**config.mk**
```make
export PLATFORM = sky130hd
export DESIGN_NAME = clk_route_mux
export DESIGN_NICKNAME = d
export VERILOG_FILES = /design/src/rtl/crm_pkg.sv /design/src/rtl/crm_edge_div.sv /design/src/rtl/crm_status_sel.sv /design/src/rtl/clk_route_mux.sv
export SDC_FILE = /design/constraint.sdc
export NUM_CORES = 1
export LEC_CHECK = 0
export BUFFER_PORTS_ARGS = -buffer_cell sky130_fd_sc_hd__buf_2
export CORE_UTILIZATION = 38
export CTS_CLUSTER_DIAMETER = 30
export CTS_CLUSTER_SIZE = 25
export DETAILED_ROUTE_END_ITERATION = 10
export PLACE_DENSITY = 0.72
export RECOVER_POWER = 25
export SLEW_MARGIN = 20
export SYNTH_ARGS = -nofsm -noshare
export SYNTH_HDL_FRONTEND = slang
export SYNTH_SLANG_ARGS = --single-unit
```
**constraint.sdc**
```tcl
create_clock -name clk -period 1.4 [get_ports clk]
set_input_delay 0.28 -clock clk [delete_from_list [all_inputs] [get_ports clk]]
set_output_delay 0.28 -clock clk [all_outputs]
set_load 0.02 [all_outputs]
```
**src/rtl/crm_pkg.sv**
```systemverilog
package crm_pkg;
   localparam int OE_N     = 5;
   localparam int OE_PDPA  = 0;
   localparam int OE_SDPA  = 1;
   localparam int OE_PCLK  = 2;
   localparam int OE_SCLK  = 3;
   localparam int OE_FUNC  = 4;

   // status enable pair: bit1 = delay-line lock, bit0 = PLL lock
   typedef enum logic [1:0] {
      ST_OFF = 2'b00,
      ST_PLL = 2'b01,
      ST_DPA = 2'b10,
      ST_REF = 2'b11
   } stat_mode_e;
endpackage

```
**src/rtl/crm_edge_div.sv**
```systemverilog
// Rising-edge counter divider; nxt_o is the value the output register takes.
module crm_edge_div #(
   parameter int CODE_W = 2
) (
   input  logic              clk,
   input  logic              rst_n,
   input  logic              src_i,
   input  logic              clr_i,
   input  logic [CODE_W-1:0] code_i,
   output logic              nxt_o
);
   localparam int MAX_CODE = (1 << CODE_W) - 1;
   localparam int CNT_W    = MAX_CODE;

   logic             prev_q;
   logic             rise;
   logic [CNT_W-1:0] cnt_q;
   logic [CNT_W-1:0] cnt_d;
   logic             bit_sel;

   assign rise  = src_i & ~prev_q;
   assign cnt_d = cnt_q + CNT_W'(rise);

   always_comb begin
      bit_sel = src_i;
      for (int k = 1; k <= MAX_CODE; k++) begin
         if (code_i == CODE_W'(k)) bit_sel = cnt_d[k-1];
      end
   end

   assign nxt_o = clr_i ? 1'b0 : bit_sel;

   always_ff @(posedge clk or negedge rst_n) begin
      if (!rst_n) begin
         prev_q <= 1'b0;
         cnt_q  <= '0;
      end else begin
         prev_q <= src_i;
         cnt_q  <= clr_i ? '0 : cnt_d;
      end
   end
endmodule

```
**src/rtl/crm_status_sel.sv**
```systemverilog
module crm_status_sel
   import crm_pkg::*;
(
   input  logic [1:0] stat_en_i,
   input  logic       in_sel_i,
   input  logic       ref_pol_i,
   input  logic       hsync_i,
   input  logic       osc_ref_i,
   input  logic       dpa_lock_i,
   input  logic       pll_lock_i,
   output logic       nxt_o
);
   stat_mode_e mode;

   assign mode = stat_mode_e'(stat_en_i);

   always_comb begin
      unique case (mode)
         ST_OFF:  nxt_o = 1'b0;
         ST_DPA:  nxt_o = dpa_lock_i;
         ST_PLL:  nxt_o = pll_lock_i;
         ST_REF:  nxt_o = in_sel_i ? osc_ref_i : (hsync_i ^ ref_pol_i);
         default: nxt_o = 1'b0;
      endcase
   end
endmodule

```
**src/rtl/clk_route_mux.sv**
```systemverilog
module clk_route_mux
   import crm_pkg::*;
#(
   parameter int SCALE_W = 2
) (
   input  logic               clk,
   input  logic               rst_n,
   input  logic               fix_clk_i,
   input  logic               dly_clk_i,
   input  logic               line_pulse_i,
   input  logic               hsync_i,
   input  logic               osc_ref_i,
   input  logic               dpa_lock_i,
   input  logic               pll_lock_i,
   input  logic               dpa_rst_i,
   input  logic [4:0]         oe_en_i,
   input  logic               clk_src_i,
   input  logic               func_sel_i,
   input  logic [1:0]         stat_en_i,
   input  logic               in_sel_i,
   input  logic               ref_pol_i,
   input  logic [SCALE_W-1:0] scale_i,
   output logic               pdpa_o,
   output logic               pdpa_oe_o,
   output logic               sdpa_o,
   output logic               sdpa_oe_o,
   output logic               pclk_o,
   output logic               pclk_oe_o,
   output logic               sclk_o,
   output logic               sclk_oe_o,
   output logic               func_o,
   output logic               func_oe_o,
   output logic               lockref_o
);
   if (SCALE_W < 1 || SCALE_W > 3) begin : g_bad_scale_w
      $error("clk_route_mux: SCALE_W must be 1 to 3");
   end

   logic            half_nxt;
   logic            scl_nxt;
   logic            clk_sel;
   logic            stat_nxt;
   logic [OE_N-1:0] dat_d;
   logic [OE_N-1:0] dat_q;
   logic [OE_N-1:0] oe_q;
   logic            lockref_q;

   crm_edge_div #(.CODE_W(1)) u_half (
      .clk    (clk),
      .rst_n  (rst_n),
      .src_i  (dly_clk_i),
      .clr_i  (dpa_rst_i),
      .code_i (1'b1),
      .nxt_o  (half_nxt)
   );

   crm_edge_div #(.CODE_W(SCALE_W)) u_scale (
      .clk    (clk),
      .rst_n  (rst_n),
      .src_i  (dly_clk_i),
      .clr_i  (dpa_rst_i),
      .code_i (scale_i),
      .nxt_o  (scl_nxt)
   );

   crm_status_sel u_stat (
      .stat_en_i  (stat_en_i),
      .in_sel_i   (in_sel_i),
      .ref_pol_i  (ref_pol_i),
      .hsync_i    (hsync_i),
      .osc_ref_i  (osc_ref_i),
      .dpa_lock_i (dpa_lock_i),
      .pll_lock_i (pll_lock_i),
      .nxt_o      (stat_nxt)
   );

   assign clk_sel = clk_src_i ? fix_clk_i : half_nxt;

   always_comb begin
      dat_d          = '0;
      dat_d[OE_PDPA] = dly_clk_i;
      dat_d[OE_SDPA] = scl_nxt;
      dat_d[OE_PCLK] = clk_sel;
      dat_d[OE_SCLK] = clk_sel;
      dat_d[OE_FUNC] = func_sel_i ? hsync_i : line_pulse_i;
   end

   for (genvar i = 0; i < OE_N; i++) begin : g_out
      always_ff @(posedge clk or negedge rst_n) begin
         if (!rst_n) begin
            dat_q[i] <= 1'b0;
            oe_q[i]  <= 1'b1;
         end else begin
            dat_q[i] <= dat_d[i] & oe_en_i[i];
            oe_q[i]  <= oe_en_i[i];
         end
      end
   end

   always_ff @(posedge clk or negedge rst_n) begin
      if (!rst_n) lockref_q <= 1'b0;
      else        lockref_q <= stat_nxt;
   end

   assign pdpa_o    = dat_q[OE_PDPA];
   assign pdpa_oe_o = oe_q[OE_PDPA];
   assign sdpa_o    = dat_q[OE_SDPA];
   assign sdpa_oe_o = oe_q[OE_SDPA];
   assign pclk_o    = dat_q[OE_PCLK];
   assign pclk_oe_o = oe_q[OE_PCLK];
   assign sclk_o    = dat_q[OE_SCLK];
   assign sclk_oe_o = oe_q[OE_SCLK];
   assign func_o    = dat_q[OE_FUNC];
   assign func_oe_o = oe_q[OE_FUNC];
   assign lockref_o = lockref_q;
endmodule

```
==> results of run 1 <==
-- synth_stat cells, types with 2 or more instances --
| cell | instances |
|---|---|
| dfstp_2 | 5 |
| o21ai_1 | 2 |
| nand3_1 | 2 |
| mux2i_1 | 2 |
| nor2_1 | 2 |
| and2b_2 | 2 |
| nor2b_1 | 3 |
| ha_1 | 2 |
| dfrtp_1 | 11 |
| nand2b_1 | 2 |
-- registers in the layout, indices dropped and copies added (netlist names) --
name	count
func_oe_o	1
pdpa_o	1
pdpa_oe_o	1
u_scale.cnt_q	3
sdpa_oe_o	1
u_half.cnt_q	1
lockref_o	1
sclk_o	1
pclk_o	1
u_scale.prev_q	1
pclk_oe_o	1
sclk_oe_o	1
func_o	1
sdpa_o	1
-- where the power goes --
part           switching, mW  internal [mW]
logic                 0.0754         0.0677
registers            0.00883          0.493
clock network          0.137          0.158
-- worst max-delay path, cell delays in order (launching register included) --
cell,delay [ns]
dfrtp_1,0.41
nor2b_4,0.14
ha_4,0.14
ha_4,0.19
nor3b_2,0.16
a31oi_1,0.05
and4bb_2,0.23
-- path summary, 6_finish.rpt --
check | to | slack (ns) | depth (start not counted)
max in group asynchronous | sclk_o | 0.30 | 2
worst min register to register | u_scale.cnt_q[2] | 0.66 | 3
worst max register to register | sdpa_o | -0.04 | 6
min in group asynchronous | pdpa_o | 0.61 | 2
worst min-delay path | pdpa_oe_o | 0.08 | 1
worst max-delay path | sdpa_o | -0.04 | 6
-- per-layer routing --
layer	GRT usage [%]	vias to the layer above
met5	0	-
met2	23.58	27
met3	4.255	4
met4	10.30	0
met1	15.00	226
li1	-	248
-- stage by stage --
| step | worst slack [ns] | total power, mW |
|---|---|---|
| final | -0.03933 | 0.9397 |
| after global routing | -0.07194 | 0.9940 |
| after CTS | -0.02674 | 0.9558 |
| after detailed placement | -0.1650 | 0.6480 |
| after global placement | -0.1403 | 0.6450 |
| after floorplan | 0.007149 | 0.5748 |
-- area by class of cell --
class / instances / area share, %
multi-input cells: 31 / 28.67
clock buffers: 4 / 3.978
inverters: 1 / 0.4115
well taps: 16 / 2.195
repair buffers: 36 / 20.16
flip-flops and latches: 16 / 44.58
-- cells by family (layout without fill, tap and decap cells) --
family                     after synthesis  after routing  share of synthesized area (%)
and+or+nand+nor                         19             19                          20.66
buffers and inverters                    1             41                         0.5842
muxes                                    2              2                          3.119
AOI/OAI and AO/OA                        6              6                          5.654
DFF                                     16             16                          63.35
adders and majority gates                2              2                          3.898
xor gates and xnor gates                 2              2                          2.730
-- what timing repair did --
| action | 4_1_cts | 5_1_grt |
|---|---|---|
| endpoints found under the hold margin | 11 | 0 |
| gates resized for setup | 3 | 0 |
| buffers inserted | 0 | 0 |
| hold buffers | 1 | 0 |
| pin swaps | 1 | 0 |
| setup endpoints to repair | 1 | 1 |
==> reports/metrics.yaml, run 1 <==
drt:
  routed-wl-met2_um: 568
  dr_total_vias: 505
  maxUsedRoutingLayer: "met4"
  drt_first_pass_iters: 2
  drc: 0
  antenna_left: 0
  route.met3.wl_um: 97
  avgViaCountPerCell: 4.856
  met1_length_um: 425
  avgRoutedWirePerCell_um: 10.69
  routed_wl_mm: 1.112
  drt_iter0_drc: 3
die:
  dieArea_mm2: 0.001858
  rows: 14
  die_w_um: 43.10
  initial_core_util_pct: 41.64
  fp.coreArea_mm2: 0.001541
  die_y_um: 43.10
  io_pins: 34
global_routing:
  grt_pass1_wl_mm: 1.863
  antenna_found_initial: 0
  grtUsageTotal_pct: 14.22
  grt_overflow: 0
  grt_max_degree: 17
  grt_pass1_vias: 488
sta:
  fin_crit_ns: 1.439
  setup_ws_ns: -0.03933
  period_share_pct: 102.8
  hold-worst-slack_ns: 0.07685
  maxSlewViolCount: 0
  tightest_slew_ns: 0.8016
  rsz0062_at_grt: "yes"
  slew-limit-headroom_pct: 46.56
  finalSetupViolCount: 1
  timing.fmax_mhz: 694.8
  clock_skew_ns: 0.003798
  finalHoldViolCount: 0
  fin_tns_setup_ns: -0.03933
final_layout:
  multi_input_area_um2: 261.5
  syn_to_final_growth_pct: 42.11
  nets: 114
  final_util_pct: 59.17
  layout-drive-gt1-share_pct: 52.27
  final_cell_mix: "28 x buf_2, 11 x dfrtp_1, 5 x dfstp_2, 5 x clkbuf_1"
  diodes: 0
  final_area_um2: 912.1
  regArea_um2: 406.6
  fillers: 142
  instances_no_fill: 104
  layout_commonest_cell: "buf_2"
worst_setup_path:
  cp_max_fo: 2
  end_kind: "register"
  crit_arrival_ns: 1.61
  crit_path_start_kind: "register"
  r2r_start: "u_scale.prev_q"
  cp-startpoint: "u_scale.prev_q"
  crit_required_ns: 1.57
  worstSetupPathType: "register to register"
synth:
  ys_seq_elements: 16
  syn_nets: 73
  ys.flop_type: "dfrtp_1"
  async_flop_share_pct: 100.0
  yosysSeqAreaShare_pct: 63.35
  synth_cell_type_count: 25
  yosys_warnings: 0
  synth_top_cell_by_area: "dfrtp_1"
  avgSynthCellArea_um2: 13.37
  synth_area_um2: 641.9
  synth_top_cell_area_share_pct: 42.88
  synth.top_cells.by_area: "dfrtp_1 43%, dfstp_2 20%, ha_1 3.9%"
  synth-edff-count: 0
  synth_cells: 48
placement:
  place_area_um2: 847.1
  dpl.hpwl_um: 811.7
  port_buffers: 33
  dpl.cell_count: 99
  gp_congestion: 0.6409
hold_path:
  min_from: "oe_en_i[0]"
  hp-class: "input port to register"
power:
  ir_drop_uv: 545.1
  cellPowerDensity_mw_per_mm2: 1030
  leakage_nw: 0.4616
status:
  violations: "negative setup slack"
  outcome: "finished with violations"
clock_tree:
  cts_buffers: 3
  cts.htree.levels: 1
  clock_sinks: 16
  root_buffer: "clkbuf_4"
  cts_tree: "built"
  clk_latency_ns: 0.28
  clkTransAtPathRegs_ns: 0.09
  cts_buffer_depth: 2
flow_run:
  drv_cap: 0
Note: power is estimated with default switching activity, not from simulation.
==> run 2: changes to the inputs <==
Settings changed: PLACE_DENSITY 0.72 to 0.69.
==> run 2 against run 1 <==
The run still ends with negative setup slack left. Via count grew 0.59%. Wire length grew 1.5%. First-iteration DRC count shrank 67%. Register-to-register slack gained 0.03 ns. Critical path depth is the same. Non-clock buffer count grew 1. Worst setup slack gained 0.033 ns. Clock-buffer cell count is the same. Clock skew shrank 0.0020 ns. Combinational power is essentially flat.
==> reports/metrics.yaml, run 2 (same netlist as run 1, synthesis figures left out) <==
status:
  outcome: "finished with violations"  # unchanged
  violations: "negative setup slack"  # unchanged
final_layout:
  layout-drive-gt1-share_pct: 51.69  # was 52.27%
  nets: 115  # was 114
  syn_to_final_growth_pct: 42.69  # was 42.11%
  final_cell_mix: "28 x buf_2, 11 x dfrtp_1, 6 x clkbuf_1, 5 x dfstp_2"  # was 28 x buf_2, 11 x dfrtp_1, 5 x dfstp_2, 5 x clkbuf_1
  diodes: 0  # unchanged
  largest_register_ff_count: 3  # unchanged
  regMostFlops: "u_scale.cnt_q"  # unchanged
  layout_commonest_cell: "buf_2"  # unchanged
  final_util_pct: 59.42  # was 59.17%
die:
  rows: 14  # unchanged
  io_pins: 34  # unchanged
  dieArea_mm2: 0.001858  # unchanged
  die_w_um: 43.10  # unchanged
  fp.coreArea_mm2: 0.001541  # unchanged
  die_y_um: 43.10  # unchanged
  initial_core_util_pct: 41.64  # unchanged
power:
  p_clk_share_pct: 31.6  # was 31.4%
  combPwrFrac_pct: 15.2  # about the same
  cellPowerDensity_mw_per_mm2: 1031  # was 1030 mW/mm²
  leakage_nw: 0.4620  # was 0.4616 nW
  switching_share_pct: 23.83  # was 23.54%
  p_sw_mw: 0.2250  # was 0.2212 mW
  ir_drop_uv: 613.1  # was 545.1 µV
  internal-power_mw: 0.7193  # was 0.7185 mW
  p_seq_share_pct: 53.1  # was 53.4%
  power_mw: 0.9443  # was 0.9397 mW
sta:
  hold-worst-slack_ns: 0.07273  # was 0.07685 ns
  fin_tns_setup_ns: -0.005851  # was -0.03933 ns
  rsz0062_at_grt: "yes"  # unchanged
  period_share_pct: 100.4  # was 102.8%
  setup_ws_ns: -0.005851  # was -0.03933 ns
  clock_skew_ns: 0.001753  # was 0.003798 ns
  slew-limit-headroom_pct: 45.24  # was 46.56%
  fin_crit_ns: 1.406  # was 1.439 ns
  finalHoldViolCount: 0  # unchanged
  maxSlewViolCount: 0  # unchanged
  tightest_slew_ns: 0.8214  # was 0.8016 ns
  timing.fmax_mhz: 711.3  # was 694.8 MHz
  finalSetupViolCount: 1  # unchanged
worst_setup_path:
  path_cells: "nor2b_4 -> ha_4 -> ha_4 -> nor3b_2 -> a31oi_1 -> and4bb_2"  # unchanged
  crit_required_ns: 1.58  # was 1.57 ns
  crit_slowest_cell: "dfrtp_1"  # unchanged
  crit_path_start_kind: "register"  # unchanged
  rr_endpoint: "sdpa_o"  # unchanged
  cp_max_fo: 2  # unchanged
  cpPeakStageDelay_ns: 0.41  # about the same
  crit_arrival_ns: 1.59  # was 1.61 ns
  end_kind: "register"  # unchanged
  worstSetupPathType: "register to register"  # unchanged
  cpMostUsedCell: "ha_4"  # unchanged
  ff2ff_setup_slack_ns: -0.006  # was -0.04 ns
  r2r_start: "u_scale.prev_q"  # unchanged
  crit_family: "simple AND/OR/NAND/NOR gates"  # unchanged
  r2r_cells: 6  # unchanged
  critPathBufInv: 0  # unchanged
clock_tree:
  clkTransAtPathRegs_ns: 0.09  # about the same
  clock_sinks: 16  # unchanged
  cts_tree: "built"  # unchanged
  cts_buffer_depth: 2  # unchanged
  cts_setup_buffers: 0  # unchanged
  clk_latency_ns: 0.28  # about the same
  cts.htree.levels: 1  # unchanged
  root_buffer: "clkbuf_4"  # unchanged
  cts_buffers: 3  # unchanged
global_routing:
  grt_max_degree: 17  # unchanged
  grt_overflow: 0  # unchanged
  grt_pass1_vias: 528  # was 488
  grtUsageTotal_pct: 15.72  # was 14.22%
  grt_pass1_wl_mm: 2.063  # was 1.863 mm
  antenna_found_initial: 0  # unchanged
drt:
  dr_total_vias: 508  # was 505
  drc: 0  # unchanged
  avgViaCountPerCell: 4.838  # was 4.856
  routed_wl_mm: 1.129  # was 1.112 mm
  avgRoutedWirePerCell_um: 10.75  # was 10.69 µm
  antenna_left: 0  # unchanged
  drt_first_pass_iters: 3  # was 2
  drt_iter0_drc: 1  # was 3
hold_path:
  min_from: "oe_en_i[1]"  # was oe_en_i[0]
  hp-class: "input port to register"  # unchanged
  hold_path_end: "sdpa_oe_o"  # was pdpa_oe_o
  hold_depth: 1  # unchanged
placement:
  port_buffers: 33  # unchanged
  gp_congestion: 0.7060  # was 0.6409
flow_run:
  drv_cap: 0  # unchanged
## run 2: changes by cell type in the layout (fill, tap and decap cells not counted), sizes merged
cell    before  now
clkbuf       9   10
## run 2: power groups by stage
stage / sequential, mW / clock [mW] / combinational (mW)
final: 0.502 / 0.299 / 0.144
after global routing: 0.505 / 0.337 / 0.162
after CTS: 0.502 / 0.312 / 0.151
after detailed placement: 0.508 / 0 / 0.143
after global placement: 0.508 / 0 / 0.141
after floorplan: 0.534 / 0 / 0.0407
## run 2: worst max-delay path by stage
stage              startpoint     end  slack [ns]  cells past startpoint
3_5_place_dp        dly_clk_i  sdpa_o       -0.15                      7
5_1_grt        u_scale.prev_q  sdpa_o       -0.07                      6
2_1_floorplan  u_scale.prev_q  sdpa_o       0.007                      6
4_1_cts        u_scale.prev_q  sdpa_o       -0.02                      6
3_3_place_gp        dly_clk_i  sdpa_o       -0.13                      7
6_report       u_scale.prev_q  sdpa_o      -0.006                      6
## run 2: area by class of cell
class                           count  area, µm²
Multi-Input combinational cell     31      261.5
Clock buffer                        4      36.28
Inverter                            1      3.754
Sequential cell                    16      406.6
Tap cell                           16      20.02
Fill cell                         142      625.6
Timing Repair Buffer               37      187.7
## run 2: what timing repair did
item / 4_1_cts / 5_1_grt
pin swaps: 1 / 0
resized for setup: 3 / 0
hold buffers: 1 / 0
endpoints found under the setup margin: 1 / 1
gates cloned: 0 / 0
hold endpoints to repair: 11 / 0
## run 2: per-stage QoR
| step | std cells | setup slack, ns | cell area (µm²) |
|---|---|---|---|
| floorplan | 48 | 0.007149 | 646.9 |
| global placement | 100 | -0.1307 | 854.6 |
| detailed placement | 100 | -0.1458 | 854.6 |
| CTS | 105 | -0.01744 | 925.9 |
| global route | 105 | -0.07428 | 915.9 |
| finish | 105 | -0.005851 | 915.9 |
## run 2: metal layers
metal / up-vias / GRT usage (%) / share of wire, %
li1: 248 / - / -
met2: 26 / 25.37 / 49
met3: 4 / 4.255 / 8.0
met1: 230 / 16.89 / 39
met4: 0 / 12.73 / 3.4
met5: - / 0 / 0
